===== src/rtl/mdio_pkg.sv =====
package mdio_pkg;

  typedef enum logic [1:0] {
    MOP_RSV0  = 2'b00,
    MOP_WRITE = 2'b01,
    MOP_READ  = 2'b10,
    MOP_RSV3  = 2'b11
  } mdio_op_e;

  localparam int unsigned ADDR_W      = 5;
  localparam int unsigned DATA_W      = 16;
  localparam int unsigned CMD_PHY_LSB = 24;
  localparam int unsigned CMD_REG_LSB = 16;
  localparam int unsigned CMD_OP_LSB  = 14;
  localparam int unsigned CMD_GO_BIT  = 11;
  localparam int unsigned CMD_RDY_BIT = 7;

  localparam logic [1:0] SOF_CODE = 2'b01;
  localparam logic [1:0] TA_WRITE = 2'b10;
  localparam logic [1:0] TA_READ  = 2'b11;

  function automatic logic op_is_valid(input mdio_op_e op);
    return (op == MOP_WRITE) || (op == MOP_READ);
  endfunction

endpackage


===== src/rtl/mdio_clk_div.sv =====
module mdio_clk_div #(
  parameter int unsigned DIV_W = 6
) (
  input  logic             clk,
  input  logic             rst_n,
  input  logic             run,
  input  logic [DIV_W-1:0] div,
  output logic             tick
);

  logic [DIV_W-1:0] cnt_q;

  // one tick every div+1 clocks while running
  assign tick = run && (cnt_q == div);

  always_ff @(posedge clk) begin
    if (!rst_n) begin
      cnt_q <= '0;
    end else if (!run || tick) begin
      cnt_q <= '0;
    end else begin
      cnt_q <= cnt_q + 1'b1;
    end
  end

endmodule


===== src/rtl/mdio_frame_seq.sv =====
module mdio_frame_seq #(
  parameter int unsigned FRAME_W  = 64,
  parameter int unsigned TA_IDX   = 46,
  parameter int unsigned DATA_IDX = 48,
  parameter int unsigned DATA_W   = 16
) (
  input  logic              clk,
  input  logic              rst_n,
  input  logic              start,
  input  logic [FRAME_W-1:0] frame,
  input  logic              is_read,
  input  logic              tick,
  input  logic              mdio_i,
  output logic              busy,
  output logic              mdc,
  output logic              mdio_o,
  output logic              mdio_oe,
  output logic              rd_load,
  output logic [DATA_W-1:0] rd_word
);

  localparam int unsigned IDX_W = $clog2(FRAME_W);
  localparam logic [IDX_W-1:0] LAST_IDX  = IDX_W'(FRAME_W - 1);
  localparam logic [IDX_W-1:0] TA_POS    = IDX_W'(TA_IDX);
  localparam logic [IDX_W-1:0] DATA_POS  = IDX_W'(DATA_IDX);

  logic               busy_q;
  logic               mdc_q;
  logic               rd_mode_q;
  logic               load_q;
  logic [IDX_W-1:0]   idx_q;
  logic [FRAME_W-1:0] sh_q;
  logic [DATA_W-1:0]  cap_q;

  always_ff @(posedge clk) begin
    if (!rst_n) begin
      busy_q    <= 1'b0;
      mdc_q     <= 1'b0;
      rd_mode_q <= 1'b0;
      load_q    <= 1'b0;
      idx_q     <= '0;
      sh_q      <= '1;
      cap_q     <= '0;
    end else begin
      load_q <= 1'b0;
      if (start && !busy_q) begin
        busy_q    <= 1'b1;
        mdc_q     <= 1'b0;
        rd_mode_q <= is_read;
        idx_q     <= '0;
        sh_q      <= frame;
      end else if (busy_q && tick) begin
        mdc_q <= ~mdc_q;
        if (!mdc_q) begin
          // rising MDC: capture read data
          if (rd_mode_q && (idx_q >= DATA_POS)) begin
            cap_q <= {cap_q[DATA_W-2:0], mdio_i};
          end
          if (rd_mode_q && (idx_q == LAST_IDX)) begin
            load_q <= 1'b1;
          end
        end else begin
          // falling MDC: next bit or end of frame
          if (idx_q == LAST_IDX) begin
            busy_q <= 1'b0;
          end else begin
            idx_q <= idx_q + 1'b1;
            sh_q  <= {sh_q[FRAME_W-2:0], 1'b1};
          end
        end
      end
    end
  end

  assign busy    = busy_q;
  assign mdc     = mdc_q;
  assign mdio_o  = busy_q ? sh_q[FRAME_W-1] : 1'b1;
  assign mdio_oe = busy_q && !(rd_mode_q && (idx_q >= TA_POS));
  assign rd_load = load_q;
  assign rd_word = cap_q;

endmodule


===== src/rtl/mdio_master.sv =====
module mdio_master #(
  parameter int unsigned DIV_W   = 6,
  parameter int unsigned PRE_LEN = 32
) (
  input  logic        clk,
  input  logic        rst_n,
  input  logic        cfg_we,
  input  logic [31:0] cfg_wdata,
  output logic [31:0] cfg_rdata,
  output logic        cfg_err,
  input  logic        wd_we,
  input  logic [15:0] wd_wdata,
  input  logic        cmd_we,
  input  logic [31:0] cmd_wdata,
  output logic [31:0] cmd_rdata,
  output logic        op_err,
  output logic [15:0] rd_data,
  output logic        mdc,
  output logic        mdio_o,
  output logic        mdio_oe,
  input  logic        mdio_i
);
  import mdio_pkg::*;

  localparam int unsigned CFG_W    = DIV_W + 1;
  localparam int unsigned HDR_W    = 2 + 2 + 2 * ADDR_W;
  localparam int unsigned TA_IDX   = PRE_LEN + HDR_W;
  localparam int unsigned DATA_IDX = TA_IDX + 2;
  localparam int unsigned FRAME_W  = DATA_IDX + DATA_W;

  logic [CFG_W-1:0]  cfg_q;
  logic [DATA_W-1:0] wd_q;
  logic [31:0]       cmd_q;
  logic              op_err_q;
  logic [DATA_W-1:0] rd_q;
  logic [DIV_W-1:0]  div_lat_q;

  logic              en;
  logic [DIV_W-1:0]  div;
  logic              clk_ok;
  logic              busy;
  logic              tick;
  logic              start;
  logic              go_req;
  logic              rd_load;
  logic [DATA_W-1:0] rd_word;
  mdio_op_e          cmd_op;
  logic [ADDR_W-1:0] cmd_phy;
  logic [ADDR_W-1:0] cmd_reg;
  logic [1:0]        ta_bits;
  logic [DATA_W-1:0] payload;
  logic [FRAME_W-1:0] frame_d;

  assign en     = cfg_q[DIV_W];
  assign div    = cfg_q[DIV_W-1:0];
  assign clk_ok = en && (div != '0);

  assign cmd_op  = mdio_op_e'(cmd_wdata[CMD_OP_LSB +: 2]);
  assign cmd_phy = cmd_wdata[CMD_PHY_LSB +: ADDR_W];
  assign cmd_reg = cmd_wdata[CMD_REG_LSB +: ADDR_W];
  assign go_req  = cmd_we && cmd_wdata[CMD_GO_BIT];
  assign start   = go_req && !busy && op_is_valid(cmd_op) && clk_ok;

  assign ta_bits = (cmd_op == MOP_READ) ? TA_READ : TA_WRITE;
  assign payload = (cmd_op == MOP_READ) ? '1 : wd_q;
  assign frame_d = {{PRE_LEN{1'b1}}, SOF_CODE, cmd_op, cmd_phy, cmd_reg, ta_bits, payload};

  always_ff @(posedge clk) begin
    if (!rst_n) begin
      cfg_q     <= '0;
      wd_q      <= '0;
      cmd_q     <= '0;
      op_err_q  <= 1'b0;
      rd_q      <= '0;
      div_lat_q <= '0;
    end else begin
      if (cfg_we) cfg_q <= cfg_wdata[CFG_W-1:0];
      if (wd_we)  wd_q  <= wd_wdata;
      if (cmd_we && !busy) cmd_q <= cmd_wdata;
      op_err_q <= go_req && !busy && !op_is_valid(cmd_op);
      if (start)   div_lat_q <= div;
      if (rd_load) rd_q      <= rd_word;
    end
  end

  mdio_clk_div #(.DIV_W(DIV_W)) u_div (
    .clk   (clk),
    .rst_n (rst_n),
    .run   (busy),
    .div   (div_lat_q),
    .tick  (tick)
  );

  mdio_frame_seq #(
    .FRAME_W  (FRAME_W),
    .TA_IDX   (TA_IDX),
    .DATA_IDX (DATA_IDX),
    .DATA_W   (DATA_W)
  ) u_seq (
    .clk     (clk),
    .rst_n   (rst_n),
    .start   (start),
    .frame   (frame_d),
    .is_read (cmd_op == MOP_READ),
    .tick    (tick),
    .mdio_i  (mdio_i),
    .busy    (busy),
    .mdc     (mdc),
    .mdio_o  (mdio_o),
    .mdio_oe (mdio_oe),
    .rd_load (rd_load),
    .rd_word (rd_word)
  );

  assign cfg_rdata = {{(32 - CFG_W){1'b0}}, cfg_q};
  assign cfg_err   = en && (div == '0);
  assign cmd_rdata = {cmd_q[31:CMD_RDY_BIT+1], ~busy, cmd_q[CMD_RDY_BIT-1:0]};
  assign op_err    = op_err_q;
  assign rd_data   = rd_q;

endmodule


===== config.mk =====
export PLATFORM = sky130hd
export DESIGN_NAME = mdio_master
export DESIGN_NICKNAME = d
export VERILOG_FILES = /design/src/rtl/mdio_pkg.sv /design/src/rtl/mdio_clk_div.sv /design/src/rtl/mdio_frame_seq.sv /design/src/rtl/mdio_master.sv
export SDC_FILE = /design/constraint.sdc
export NUM_CORES = 1
export LEC_CHECK = 0
export ABC_AREA = 1
export ABC_CLOCK_PERIOD_IN_PS = 3050
export BUFFER_PORTS_ARGS = -buffer_cell sky130_fd_sc_hd__buf_2
export CAP_MARGIN = 25
export CORE_ASPECT_RATIO = 0.6
export CORE_MARGIN = 2
export CORE_UTILIZATION = 45
export DETAILED_ROUTE_END_ITERATION = 16
export PLACE_DENSITY = 0.75
export SLEW_MARGIN = 40
export SYNTH_ARGS = -nofsm -noshare
export SYNTH_HDL_FRONTEND = slang
export SYNTH_HIERARCHICAL = 1
export SYNTH_SLANG_ARGS = --single-unit

===== constraint.sdc =====
create_clock -name clk -period 3.05 [get_ports clk]
set_input_delay 0.61 -clock clk [delete_from_list [all_inputs] [get_ports clk]]
set_output_delay 0.61 -clock clk [all_outputs]
set_load 0.02 [all_outputs]

# Yosys cells after proc, flatten, opt, wreduce, memory -nomap -nowiden
# Cells that the tools add are included.
# op_classes
n_addsub	2
order_cmp	2
eq_ne	5
muxes	12
bitwise_logic	6
reduce_logical	32
# ops
op	count
2-to-1 mux 32 bit	4
2-to-1 mux 16 bit	1
logical AND 1 bit	15
adder 6 x 1 -> 6 bit (second input constant)	2
>= comparator 6 bit (second input constant)	2
AND reduction 3 bit	3
2-to-1 mux 1 bit	7
== test 6 bit	1
== test 6 bit (second input constant)	1
zero test 6 bit	1
NOT 1 bit	6
nonzero test 2 bit	3
nonzero test 6 bit	1
AND reduction 4 bit	1
OR reduction 2 bit	2
OR reduction 4 bit	1
zero test 1 bit	3
== test 2 x 1 -> 1 bit (second input constant)	1
== test 2 bit (second input constant)	1
logical OR 1 bit	2
!= test 2 x 1 -> 1 bit (second input constant)	1
# totals
reg_bits	174
input_bits	86
elab_cells	74

# Depth between registers and ports, before layout
# Gate-level depths: netlist of the first run.
# depth
word_depth	7
mapped_depth	14
depth_no_buf	13

# Cells and area by module
# Netlist of the first run, hierarchy kept.
# modules_own_cells
mod	instances	cells_per_inst	area_each_um2	seq_area_each_um2
mdio_frame_seq	1	621	4644.5	1801.7
mdio_master	1	390	3007.9	1541.5
mdio_clk_div	1	60	359.1	120.1

# Worst setup path after synthesis of the first run
# No wires, ideal clock.
# synth_path
kind	input -> register
startpoint	input port cmd_wdata[14]
endpoint	register u_seq.sh_q[10]
setup_ps	66
t_arrival_ps	2111
t_required_ps	2984
setup_slack_ps	872
stages	14
path_cell_list	inv_1 ha_1 inv_1 nand2_1 nor2_4 nand2_2 inv_2 nand2_2 inv_2 buf_2 nand2_1 nand2_1 nand2_1 nand3_2
# synth_via
elab_chain_len	7
# synth_lines
item	line	rtl
start, declared	mdio_master.sv:14	input logic [31:0] cmd_wdata,
== test 2 x 1 -> 1 bit / == test 2 bit (equally long branches)	mdio_pkg.sv:23	return (op == MOP_WRITE) || (op == MOP_READ);
logical OR 1 bit (*)	mdio_pkg.sv:23	
logical AND 1 bit (*) (2 in series)	mdio_master.sv:62	assign start = go_req && !busy && op_is_valid(cmd_op) && clk_ok;
named net start	mdio_master.sv:43	logic start;
logical AND 1 bit (*)	mdio_frame_seq.sv:46	if (start && !busy_q) begin
!= test 2 x 1 -> 1 bit (no source line) / nonzero test 2 bit (equally long branches)	-	
AND reduction 3 bit (no source line)	-	
end signal, assigned	mdio_frame_seq.sv:51	sh_q <= frame;
end signal, assigned	mdio_frame_seq.sv:68	sh_q <= {sh_q[FRAME_W-2:0], 1'b1};
end, declared	mdio_frame_seq.sv:32	logic [FRAME_W-1:0] sh_q;
# The timed path passes the listed nets; every way through them passes the cells marked *.
# A chain may end at the register's enable or synchronous reset.

# Final worst setup path of the first run
# layout_path
startpoint	input port cmd_wdata[14]
endpoint	register u_seq.sh_q[16]
# The elaborated chain is that of the path after synthesis.

==> results of run 1 <==
[power by group through the flow]
stage	combinational [mW]	sequential, mW	clock, mW
2_1_floorplan	0.301	2.47	0
3_3_place_gp	0.447	2.42	0
3_5_place_dp	0.453	2.43	0
4_1_cts	0.456	2.38	2.18
5_1_grt	0.510	2.38	2.27
6_report	0.455	2.38	2.14
[critical path, cell delays in order]
cell and delay [ns]:
buf_2 0.09, inv_1 0.07, ha_1 0.33, inv_1 0.12, nand2_1 0.12, nor2_4 0.05
nand2_2 0.07, inv_2 0.06, nand2_2 0.07, buf_4 0.61, nand2_4 0.11, buf_4 0.25
nand2_1 0.13, nand3_2 0.09
[worst max-delay path by stage]
| stage | from | slack, ns | end |
|---|---|---|---|
| after global routing | cmd_wdata[14] | 0.40 | u_seq/sh_q[16]$_SDFFE_PN1P_ |
| final | cmd_wdata[14] | 0.54 | u_seq/sh_q[16]$_SDFFE_PN1P_ |
| after global placement | cmd_wdata[14] | 0.13 | u_seq/sh_q[4]$_SDFFE_PN1P_ |
| after detailed placement | cmd_wdata[14] | 0.14 | u_seq/sh_q[13]$_SDFFE_PN1P_ |
| after CTS | cmd_wdata[14] | 0.57 | u_seq/sh_q[6]$_SDFFE_PN1P_ |
| after floorplan | cmd_wdata[14] | 0.87 | u_seq/sh_q[10]$_SDFFE_PN1P_ |
[cells by family after synthesis]
group           count (synthesis)  share of synthesized area [%]
compound gates                105                           6.58
xor+xnor                        6                          0.656
fa+ha+maj                       3                          0.469
buf+inv                       115                           8.31
flops                         173                           43.2
other cells                     2                         0.0937
simple gates                  667                           40.7
[layout by cell type (no fill, tap or decap), drive strengths merged]
master	count
clkinvlp	1
o21ai	73
conb	60
xnor2	1
a21oi	31
a31oi	1
nand2	381
inv	43
ha	3
or2	17
dfxtp	173
nand3	91
nand3b	3
nor2	169
buf	132
clkinv	5
clkbuf	18
nor3	4
xor2	5
nand4	2
[metrics by stage]
| step | cells | total power, mW | hold slack [ns] | utilization [%] | setup WS, ns |
|---|---|---|---|---|---|
| after floorplan | 1129 | 2.77 | 0.429 | - | 0.872 |
| after global placement | 1414 | 2.87 | 0.445 | 50.4 | 0.129 |
| after detailed placement | 1415 | 2.88 | 0.450 | 50.5 | 0.140 |
| after CTS | 1447 | 5.01 | 0.390 | 53.9 | 0.567 |
| after global routing | 1447 | 5.17 | 0.409 | 53.9 | 0.401 |
| final | 1447 | 4.98 | 0.401 | 53.9 | 0.541 |
[metal layers]
layer	share of wire [%]	global-route usage, %
met1	51	26.8
met2	42	29.8
met3	6.3	4.13
met4	0.65	4.37
met5	0	0
[registers in the layout (all words and copies together), names as in the netlist, 6 cells and up]
name,cells
u_seq/idx_q,6
cmd_q,31
cfg_q,7
div_lat_q,6
u_seq/sh_q,64
wd_q,16
rd_data,16
u_seq/rd_word,16
u_div/cnt_q,6
[area by class of cell]
type,count,area (um^2)
tap,234,293
clock buffer,18,439
timing repair buffer,132,733
clock inverter,14,141
multi-input combinational,841,4100
inverter,35,131
sequential,173,3460
fill,1665,7970
==> qor.yml, run 1 <==
status:
  status: "finished, final reports clean"
worst_setup_path:
  cp_data_required_time_ns: 3.32
  regToRegSetupSlack_ns: 0.70
  crit_path_start_kind: "input port"
  rr_endpoint: "u_seq/sh_q[16]$_SDFFE_PN1P_"
  critical_path_class: "in2reg"
  arrival_ns: 2.78
  end_kind: "register"
  r2r-start: "u_seq/busy$_SDFFE_PN0P_"
  cp_max_fo: 71
  reg2reg_depth: 11
synth:
  syn_avg_cell_area_um2: 7.48
  synthArstFlopShare_pct: 0
  yosys-top-cells-count: "nand2_1 (311), dfxtp_1 (173), nor2_1 (161)"
  ys_warn_count: 6
  ys_seq_area_share_pct: 43.2
  yosysMostFrequentCell: "nand2_1"
  synth_flop_cell: "dfxtp_1"
  synth_edf_count: 0
  syn_area_um2: 8010
  synth.largest_area_cell: "dfxtp_1"
  synthCells: 1071
  synth_cell_types: 31
  synthTopCellsByArea: "dfxtp_1 (43%), nand2_1 (15%), nand3_2 (7.9%)"
  synth-seq-cells: 173
  synth_top_area_share_pct: 43.2
power:
  sw_frac_of_total_pct: 27.6
  intPower_mw: 3.60
  pwr-share-seq_pct: 47.7
  p_per_area_nw_per_um2: 535
  power_frac_comb_pct: 9.1
  pwr-share-clk_pct: 43.1
  ir_worst_vdd_v: 0.000397
  p_leak_nw: 4.43
  power.net_switching_mw: 1.37
worst_hold_path:
  min_to: "wd_q[9]$_SDFFE_PN0P_"
  hp-class: "in2reg"
  min_from: "wd_wdata[9]"
  min_path_cells: 3
global_routing:
  grt_pass1_vias: 6269
  track_usage_pct: 19.0
  grt_overflow: 0
  antenna_found_initial: 0
  grt_max_degree: 141
  grt_pass1_wl_um: 29500
routing:
  dr.pass1.iters: 5
  drt-vias-per-instance: 4.65
  num_vias: 6733
  post_drt_wl_per_cell_um: 12.2
  drt_wl_total_um: 17600
  antenna_left: 0
  dr.first_iter.drc_count: 415
  drc: 0
clock_network:
  cts_setup_buffers: 0
  cts.path.max_buffers: 2
  cts_resized: 0
  h-tree-depth: 4
  cts_root_buf: "clkbuf_16"
  cts_sinks: 173
  cts_buffers: 17
  clk_pin_slew_worst_paths_ns: 0.07
  cts_tree: "built"
  worstSkewPairLatency_ns: 0.43
  ctsHoldBuffers: 0
timing:
  finalClockSkew_ns: 0.0112
  rsz0062_at_grt: "no"
  period_needed_ns: 2.51
  relSlewSlack_pct: 49.9
  fmax_mhz: 399
  tightest_slew_ns: 0.752
  finalCritPeriodShare_pct: 82.3
  drv_slew: 0
  setup_tns_ns: 0
  report.final.setup_viol: 0
  finalHoldViolCount: 0
cells_and_area:
  nNetsFinal: 1289
  num_antenna_cells: 0
  stdcell_area_um2: 9300
  layout-drive-gt1-share_pct: 27.3
  areaGrowthSynthToFinish_pct: 16.1
floorplan:
  die_h_um: 107
  core_um2: 17300
  num_rows: 37
  chipWidth_um: 176
  io-pin-count: 171
  die_area_um2: 18900
  start_util_pct: 46.4
placement:
  finalWeightedCongestion: 0.794
  post-dp-hpwl_um: 11000
  dpl_cell_area_um2: 8720
  numPortBuffers: 119
run:
  maxCapViolations: 0
No activity file was read; power rests on OpenSTA's default activity.
==> run 2: changes to the inputs <==
--- a/config.mk
+++ b/config.mk
@@ -5,15 +5,15 @@
 export SDC_FILE = /design/constraint.sdc
 export NUM_CORES = 1
 export LEC_CHECK = 0
-export ABC_AREA = 1
-export ABC_CLOCK_PERIOD_IN_PS = 3050
+export ABC_AREA = 0
+export ABC_CLOCK_PERIOD_IN_PS = 2400
 export BUFFER_PORTS_ARGS = -buffer_cell sky130_fd_sc_hd__buf_2
 export CAP_MARGIN = 25
 export CORE_ASPECT_RATIO = 0.6
 export CORE_MARGIN = 2
 export CORE_UTILIZATION = 45
 export DETAILED_ROUTE_END_ITERATION = 16
-export PLACE_DENSITY = 0.75
+export PLACE_DENSITY = 0.76
 export SLEW_MARGIN = 40
 export SYNTH_ARGS = -nofsm -noshare
 export SYNTH_HDL_FRONTEND = slang
==> constraint.sdc (replaced) <==
create_clock -name clk -period 2.4 [get_ports clk]
set_input_delay 0.48 -clock clk [delete_from_list [all_inputs] [get_ports clk]]
set_output_delay 0.48 -clock clk [all_outputs]
set_load 0.02 [all_outputs]
==> run 2 against run 1 <==
  * Sequential power increased by 25%
  * Die area is 8.9% lower
  * Non-clock buffer count rose by 8
  * First-iteration DRC count shrank 32%
  * Global-route usage shrank 0.19 points
  * Cell count fell by 17%
  * Cell area down 6.6%
  * Clock power is 22% higher
  * Worst setup slack worse by 0.35 ns
  * Hold slack lost 0.099 ns
  * Synthesized cell count down 20%
==> qor.yml, run 2 <==
clock_network:
  h-tree-depth: 4  # unchanged
  worstSkewPairLatency_ns: 0.42  # was 0.43 ns
  cts.path.max_buffers: 2  # unchanged
  ctsHoldBuffers: 0  # unchanged
  cts_resized: 0  # unchanged
  cts_sinks: 173  # unchanged
  cts_setup_buffers: 0  # unchanged
  cts_root_buf: "clkbuf_16"  # unchanged
  clk_pin_slew_worst_paths_ns: 0.08  # was 0.07 ns
  cts_tree: "built"  # unchanged
  cts_buffers: 17  # unchanged
global_routing:
  grt.busiest_layer: "met2"  # unchanged
  gr-usage-met2_pct: 30.6  # was 29.8%
  track_usage_pct: 18.8  # was 19.0%
  grt_max_degree: 66  # was 141
  grt_pass1_wl_um: 26400  # was 29500 um
  antenna_found_initial: 0  # unchanged
  grt_util_met1_pct: 26.2  # was 26.8%
  grt_pass1_vias: 5405  # was 6269
  grt_overflow: 0  # unchanged
  met3_usage_pct: 4.03  # was 4.13%
timing:
  hold_slack_ns: 0.302  # was 0.401 ns
  period_needed_ns: 2.21
  tightest_slew_ns: 0.599  # was 0.752 ns
  fmax_mhz: 452
  setup_tns_ns: 0  # unchanged
  relSlewSlack_pct: 60.1  # was 49.9%
  rsz0062_at_grt: "no"  # unchanged
  finalHoldViolCount: 0  # unchanged
  drv_slew: 0  # unchanged
  finalCritPeriodShare_pct: 92.2
  report.final.setup_viol: 0  # unchanged
  finalClockSkew_ns: 0.0146  # was 0.0112 ns
worst_hold_path:
  hp-class: "in2reg"  # unchanged
synth:
  yosys-top-cells-count: "nand2_1 (180), dfxtp_1 (173), a21oi_1 (132)"  # was nand2_1 (311), dfxtp_1 (173), nor2_1 (161)
  ys_seq_area_share_pct: 47.6  # was 43.2%
  synth-seq-cells: 173  # unchanged
  synth_flop_cell: "dfxtp_1"  # unchanged
  syn_avg_cell_area_um2: 8.54  # was 7.48 um^2
  ys_warn_count: 6  # unchanged
  synth_edf_count: 0  # unchanged
  synthTopCellsByArea: "dfxtp_1 (48%), nand2_1 (9.3%), a21oi_1 (9.1%)"  # was dfxtp_1 (43%), nand2_1 (15%), nand3_2 (7.9%)
  synth.largest_area_cell: "dfxtp_1"  # unchanged
  synthArstFlopShare_pct: 0  # unchanged
  synth_top_area_share_pct: 47.6  # was 43.2%
  synth_cell_types: 51  # was 31
  syn_area_um2: 7270  # was 8010 um^2
  yosysMostFrequentCell: "nand2_1"  # unchanged
  synthCells: 852  # was 1071
floorplan:
  start_util_pct: 46.7  # was 46.4%
  num_rows: 35  # was 37
  die_area_um2: 17200  # was 18900 um^2
  core_um2: 15600  # was 17300 um^2
  io-pin-count: 171  # unchanged
  chipWidth_um: 168  # was 176 um
  die_h_um: 102  # was 107 um
cells_and_area:
  areaGrowthSynthToFinish_pct: 19.5  # was 16.1%
  postLayoutCoreUtil_pct: 55.7  # was 53.9%
  nNetsFinal: 1080  # was 1289
  largest-register: "u_seq/sh_q"  # unchanged
  largest_register_ffs: 64  # unchanged
  num_antenna_cells: 0  # unchanged
  largest_registers: "u_seq/sh_q: 64 flops, cmd_q: 31 flops"  # unchanged
  mostFrequentLayoutCells: "nand2_1 (179), dfxtp_1 (173), a21oi_1 (132)"  # was nand2_1 (311), dfxtp_1 (173), nor2_1 (161)
  layout-drive-gt1-share_pct: 20.2  # was 27.3%
  final_common_cell: "nand2_1"  # unchanged
routing:
  num_vias: 5807  # was 6733
  dr.first_iter.drc_count: 283  # was 415
  dr.pass1.iters: 4  # was 5
  drt-vias-per-instance: 4.81  # was 4.65
  post_drt_wl_per_cell_um: 13.1  # was 12.2 um
  drt_wl_total_um: 15800  # was 17600 um
  drc: 0  # unchanged
  antenna_left: 0  # unchanged
power:
  ir_worst_vdd_v: 0.000456  # was 0.000397 V
  pwr-share-clk_pct: 43.2  # was 43.1%
  p_per_area_nw_per_um2: 695  # was 535 nW/um^2
  sw_frac_of_total_pct: 25.8  # was 27.6%
  intPower_mw: 4.48  # was 3.60 mW
  finalPower_mw: 6.04  # was 4.98 mW
  power_frac_comb_pct: 7.6  # was 9.1%
  p_leak_nw: 4.10  # was 4.43 nW
  power.net_switching_mw: 1.56  # was 1.37 mW
  pwr-share-seq_pct: 49.1  # was 47.7%
placement:
  post-dp-hpwl_um: 10700  # was 11000 um
  finalWeightedCongestion: 0.759  # was 0.794
  numPortBuffers: 119  # unchanged
worst_setup_path:
  crit_path_start_kind: "register"  # was input port
  cp_data_required_time_ns: 2.76  # was 3.32 ns
  end_kind: "register"  # unchanged
  arrival_ns: 2.57  # was 2.78 ns
  cp_max_fo: 6  # was 71
  critical_path_class: "reg2reg"  # was in2reg
run:
  maxCapViolations: 0  # unchanged
status:
  status: "finished, final reports clean"  # unchanged
==> run 2: cell types whose count changed in the layout (fill, tap and decap cells not counted), moves of 9 or more <==
cell,before,now
nand2_1,311,179
a21oi_1,31,132
nor2_1,161,70
o21ai_0,72,2
nand2_2,68,2
nand3_2,63,3
mux2i_1,0,43
nor2b_1,0,40
a21boi_0,0,39
nand3_1,28,4
inv_1,25,5
a21boi_1,0,9
==> run 2: cell families after synthesis <==
kind of cell             Yosys count  share of synthesized area [%]
buffers and inverters             83                           6.71
AO/OA/AOI/OAI                    199                           16.3
flip-flops                       173                           47.6
multiplexers                      43                           5.92
AND/OR/NAND/NOR                  338                           21.5
adder cells (fa/ha/maj)            3                          0.516
XOR/XNOR                          11                           1.32
other                              2                          0.103
==> run 2: layout make-up <==
type	instances	area [um^2]
well taps	203	254
inverters	5	18.8
multi-input cells	654	3560
fillers	1439	6900
repair buffers	140	841
clock inverters	14	125
flip-flops and latches	173	3460
clock buffers	18	429
==> run 2: metal layers <==
metal,vias up,wire (um)
li1,3029,-
met1,2632,8040
met2,138,6810
met3,8,829
met4,0,104
met5,-,0
==> run 2: worst paths after layout <==
kind	to	depth (start not counted)	from	slack, ns
max	u_seq/idx_q[3]$_SDFFE_PP0P_	7	u_div/cnt_q[2]$_SDFF_PP0_	0.19
max reg2reg	u_seq/idx_q[3]$_SDFFE_PP0P_	7	u_div/cnt_q[2]$_SDFF_PP0_	0.19
min reg2reg	u_seq/sh_q[6]$_SDFFE_PN1P_	2	u_seq/sh_q[6]$_SDFFE_PN1P_	0.45
min	cmd_q[21]$_SDFFE_PN0P_	3	cmd_wdata[21]	0.30
==> run 2: stage by stage <==
| stage | setup slack [ns] | cell area, um^2 | cells |
|---|---|---|---|
| global placement | 0.0647 | 8140 | 1175 |
| detailed placement | 0.0248 | 8140 | 1175 |
| global route | 0.0528 | 8690 | 1207 |
| floorplan | 0.0996 | 7490 | 910 |
| CTS | 0.193 | 8690 | 1207 |
| finish | 0.187 | 8690 | 1207 |
==> run 2: worst max-delay path, cell delays in order, from the launching register on <==
cell	delay, ns
dfxtp_1	0.36
xor2_1	0.20
nor4_4	0.32
and3_1	0.31
and3_1	0.29
o21ai_4	0.11
or4_1	0.48
nand2_1	0.08
==> run 2: power groups by stage <==
stage                     clock, mW  sequential (mW)  combinational [mW]
after floorplan                   0             3.08               0.293
after global placement            0             3.03               0.456
after detailed placement          0             3.04               0.462
after CTS                      2.67             2.97               0.464
after global routing           2.77             2.98               0.512
final                          2.61             2.97               0.461
==> run 3: changes to the inputs <==
--- a/config.mk
+++ b/config.mk
@@ -6,7 +6,7 @@
 export NUM_CORES = 1
 export LEC_CHECK = 0
 export ABC_AREA = 0
-export ABC_CLOCK_PERIOD_IN_PS = 2400
+export ABC_CLOCK_PERIOD_IN_PS = 2500
 export BUFFER_PORTS_ARGS = -buffer_cell sky130_fd_sc_hd__buf_2
 export CAP_MARGIN = 25
 export CORE_ASPECT_RATIO = 0.6
==> constraint.sdc (replaced) <==
create_clock -name clk -period 2.5 [get_ports clk]
set_input_delay 0.5 -clock clk [delete_from_list [all_inputs] [get_ports clk]]
set_output_delay 0.5 -clock clk [all_outputs]
set_load 0.02 [all_outputs]
==> run 3 against run 2 <==
  * Power decreased by 2.6%
  * Worst setup slack improved by 0.083 ns
  * Register-to-register slack improved by 0.08 ns
  * Global-route usage decreased by 0.39 points
  * Clock skew about the same
  * Count of clock-buffer cells in the layout increased by 1
  * Maximum frequency decreased by 0.77%
  * Utilization decreased by 0.10 points
  * Highest routed layer unchanged
==> qor.yml, run 3 (same netlist as run 2, synthesis figures left out) <==
status:
  status: "finished, final reports clean"  # unchanged
timing:
  finalCritPeriodShare_pct: 89.2  # was 92.2%
  finalClockSkew_ns: 0.0147  # was 0.0146 ns
  fmax_mhz: 448  # was 452 MHz
  rsz0062_at_grt: "no"  # unchanged
  period_needed_ns: 2.23  # was 2.21 ns
  tightest_slew_ns: 0.589  # was 0.599 ns
  report.final.setup_viol: 0  # unchanged
  relSlewSlack_pct: 60.8  # was 60.1%
  setup_tns_ns: 0  # unchanged
  finalHoldViolCount: 0  # unchanged
  drv_slew: 0  # unchanged
cells_and_area:
  fillers: 1459  # was 1439
  num_antenna_cells: 0  # unchanged
  largest_register_ffs: 64  # unchanged
  stdcell_area_um2: 8670  # was 8690 um^2
  final_common_cell: "nand2_1"  # unchanged
  mostFrequentLayoutCells: "nand2_1 (179), dfxtp_1 (173), a21oi_1 (132)"  # unchanged
  postLayoutCoreUtil_pct: 55.6  # was 55.7%
  seqCellArea_um2: 3460  # unchanged
  areaGrowthSynthToFinish_pct: 19.2  # was 19.5%
  multi_input_area_um2: 3560  # unchanged
  finalNonFillerCells: 1207  # unchanged
  largest-register: "u_seq/sh_q"  # unchanged
  nNetsFinal: 1080  # unchanged
  largest_registers: "u_seq/sh_q: 64 flops, cmd_q: 31 flops"  # unchanged
  layout-drive-gt1-share_pct: 20.2  # unchanged
worst_setup_path:
  crit_cells: 8  # was 7
  crit_path_start_kind: "register"  # unchanged
  worst_path_max_delay_cell: "dfxtp_1"  # was or4_1
  crit_family: "simple AND/OR/NAND/NOR gates"  # unchanged
  reg2reg_depth: 8  # was 7
  end_kind: "register"  # unchanged
  arrival_ns: 2.56  # was 2.57 ns
  crit_buf_inv: 1  # was 0
  cp_data_required_time_ns: 2.83  # was 2.76 ns
  path_cells: "xor2_1 > nor4_4 > and3_1 > nand3_2 > a31oi_4 > buf_12 > a21oi_1 > a21oi_1"  # was xor2_1 > nor4_4 > and3_1 > and3_1 > o21ai_4 > or4_1 > nand2_1
  crit_path_max_incr_delay_ns: 0.36  # was 0.48 ns
  cp_common_cell: "a21oi_1"  # was and3_1
  critical_path_class: "reg2reg"  # unchanged
  cp_max_fo: 66  # was 6
placement:
  post-dp-hpwl_um: 10700  # about the same
  finalWeightedCongestion: 0.741  # was 0.759
  dpl_cell_area_um2: 8090  # was 8140 um^2
  dp_cells: 1175  # unchanged
  numPortBuffers: 119  # unchanged
global_routing:
  grt_pass1_vias: 5372  # was 5405
  grt_overflow: 0  # unchanged
  grt_pass1_wl_um: 25900  # was 26400 um
  grt_max_degree: 67  # was 66
  antenna_found_initial: 0  # unchanged
  track_usage_pct: 18.5  # was 18.8%
routing:
  drt_wl_total_um: 15600  # was 15800 um
  antenna_left: 0  # unchanged
  num_vias: 5853  # was 5807
  dr.pass1.iters: 6  # was 4
  drt-vias-per-instance: 4.85  # was 4.81
  dr.first_iter.drc_count: 359  # was 283
  post_drt_wl_per_cell_um: 13.0  # was 13.1 um
  drc: 0  # unchanged
clock_network:
  cts.path.max_buffers: 2  # unchanged
  worstSkewPairLatency_ns: 0.41  # was 0.42 ns
  h-tree-depth: 4  # unchanged
  cts_tree: "built"  # unchanged
  clk_pin_slew_worst_paths_ns: 0.07  # was 0.08 ns
  cts_root_buf: "clkbuf_16"  # unchanged
  cts_buffers: 17  # unchanged
  cts_sinks: 173  # unchanged
  ctsHoldBuffers: 0  # unchanged
  cts_setup_buffers: 0  # unchanged
  cts_resized: 0  # unchanged
power:
  pwr-share-clk_pct: 44.2  # was 43.2%
  ir_worst_vdd_v: 0.000422  # was 0.000456 V
  power.net_switching_mw: 1.46  # was 1.56 mW
  power_frac_comb_pct: 7.4  # was 7.6%
  intPower_mw: 4.43  # was 4.48 mW
  sw_frac_of_total_pct: 24.8  # was 25.8%
  pwr-share-seq_pct: 48.5  # was 49.1%
  p_per_area_nw_per_um2: 679  # was 695 nW/um^2
  p_leak_nw: 4.10  # about the same
worst_hold_path:
  min_path_cells: 3  # unchanged
  hp-class: "in2reg"  # unchanged
floorplan:
  chipWidth_um: 168  # unchanged
  die_area_um2: 17200  # unchanged
  num_rows: 35  # unchanged
  core_um2: 15600  # unchanged
  start_util_pct: 46.7  # unchanged
  io-pin-count: 171  # unchanged
  die_h_um: 102  # unchanged
run:
  maxCapViolations: 0  # unchanged
==> run 3: area by class of cell <==
class | instances | area share [%]
inverters | 5 | 0.216
clock buffers | 19 | 5.11
clock inverters | 13 | 1.67
flip-flops and latches | 173 | 39.9
well taps | 203 | 2.93
multi-input cells | 654 | 41.0
repair buffers | 140 | 9.12
==> run 3: through the flow <==
step	power [mW]	worst slack, ns	hold slack (ns)
final	5.89	0.270	0.328
after global routing	6.13	0.0988	0.330
after CTS	5.96	0.288	0.317
after detailed placement	3.35	0.0410	0.444
after global placement	3.34	0.0846	0.438
after floorplan	3.23	0.180	0.429
==> run 3: worst paths after layout <==
path | endpoint | from | slack [ns]
hold reg to reg | u_seq/sh_q[34]$_SDFFE_PN1P_ | u_seq/sh_q[34]$_SDFFE_PN1P_ | 0.45
setup reg to reg | u_seq/sh_q[51]$_SDFFE_PN1P_ | u_div/cnt_q[2]$_SDFF_PP0_ | 0.27
hold / removal | cmd_q[30]$_SDFFE_PN0P_ | cmd_wdata[30] | 0.33
setup / recovery | u_seq/sh_q[51]$_SDFFE_PN1P_ | u_div/cnt_q[2]$_SDFF_PP0_ | 0.27
==> run 3: worst min-delay path, delay by kind of cell <==
family | cells | cell delay [ns]
compound gates | 1 | 0.06
simple gates | 1 | 0.04
buf+inv | 1 | 0.10
==> run 3: layer usage <==
layer  vias to the layer above  global-route usage [%]  share of wire, %  wire [um]
met5                         -                       0                 0          0
met4                         0                    3.78              0.31         48
met3                         4                    4.49               5.8        905
met2                       141                    29.7                42       6640
met1                      2684                    25.6                51       8040
li1                       3024                       -                 -          -
==> run 3: power groups by stage <==
stage / registers [mW] / clock network (mW) / logic, mW
2_1_floorplan: 2.95 / 0 / 0.281
3_3_place_gp: 2.91 / 0 / 0.430
3_5_place_dp: 2.92 / 0 / 0.435
4_1_cts: 2.85 / 2.67 / 0.436
5_1_grt: 2.86 / 2.79 / 0.482
6_report: 2.85 / 2.60 / 0.435
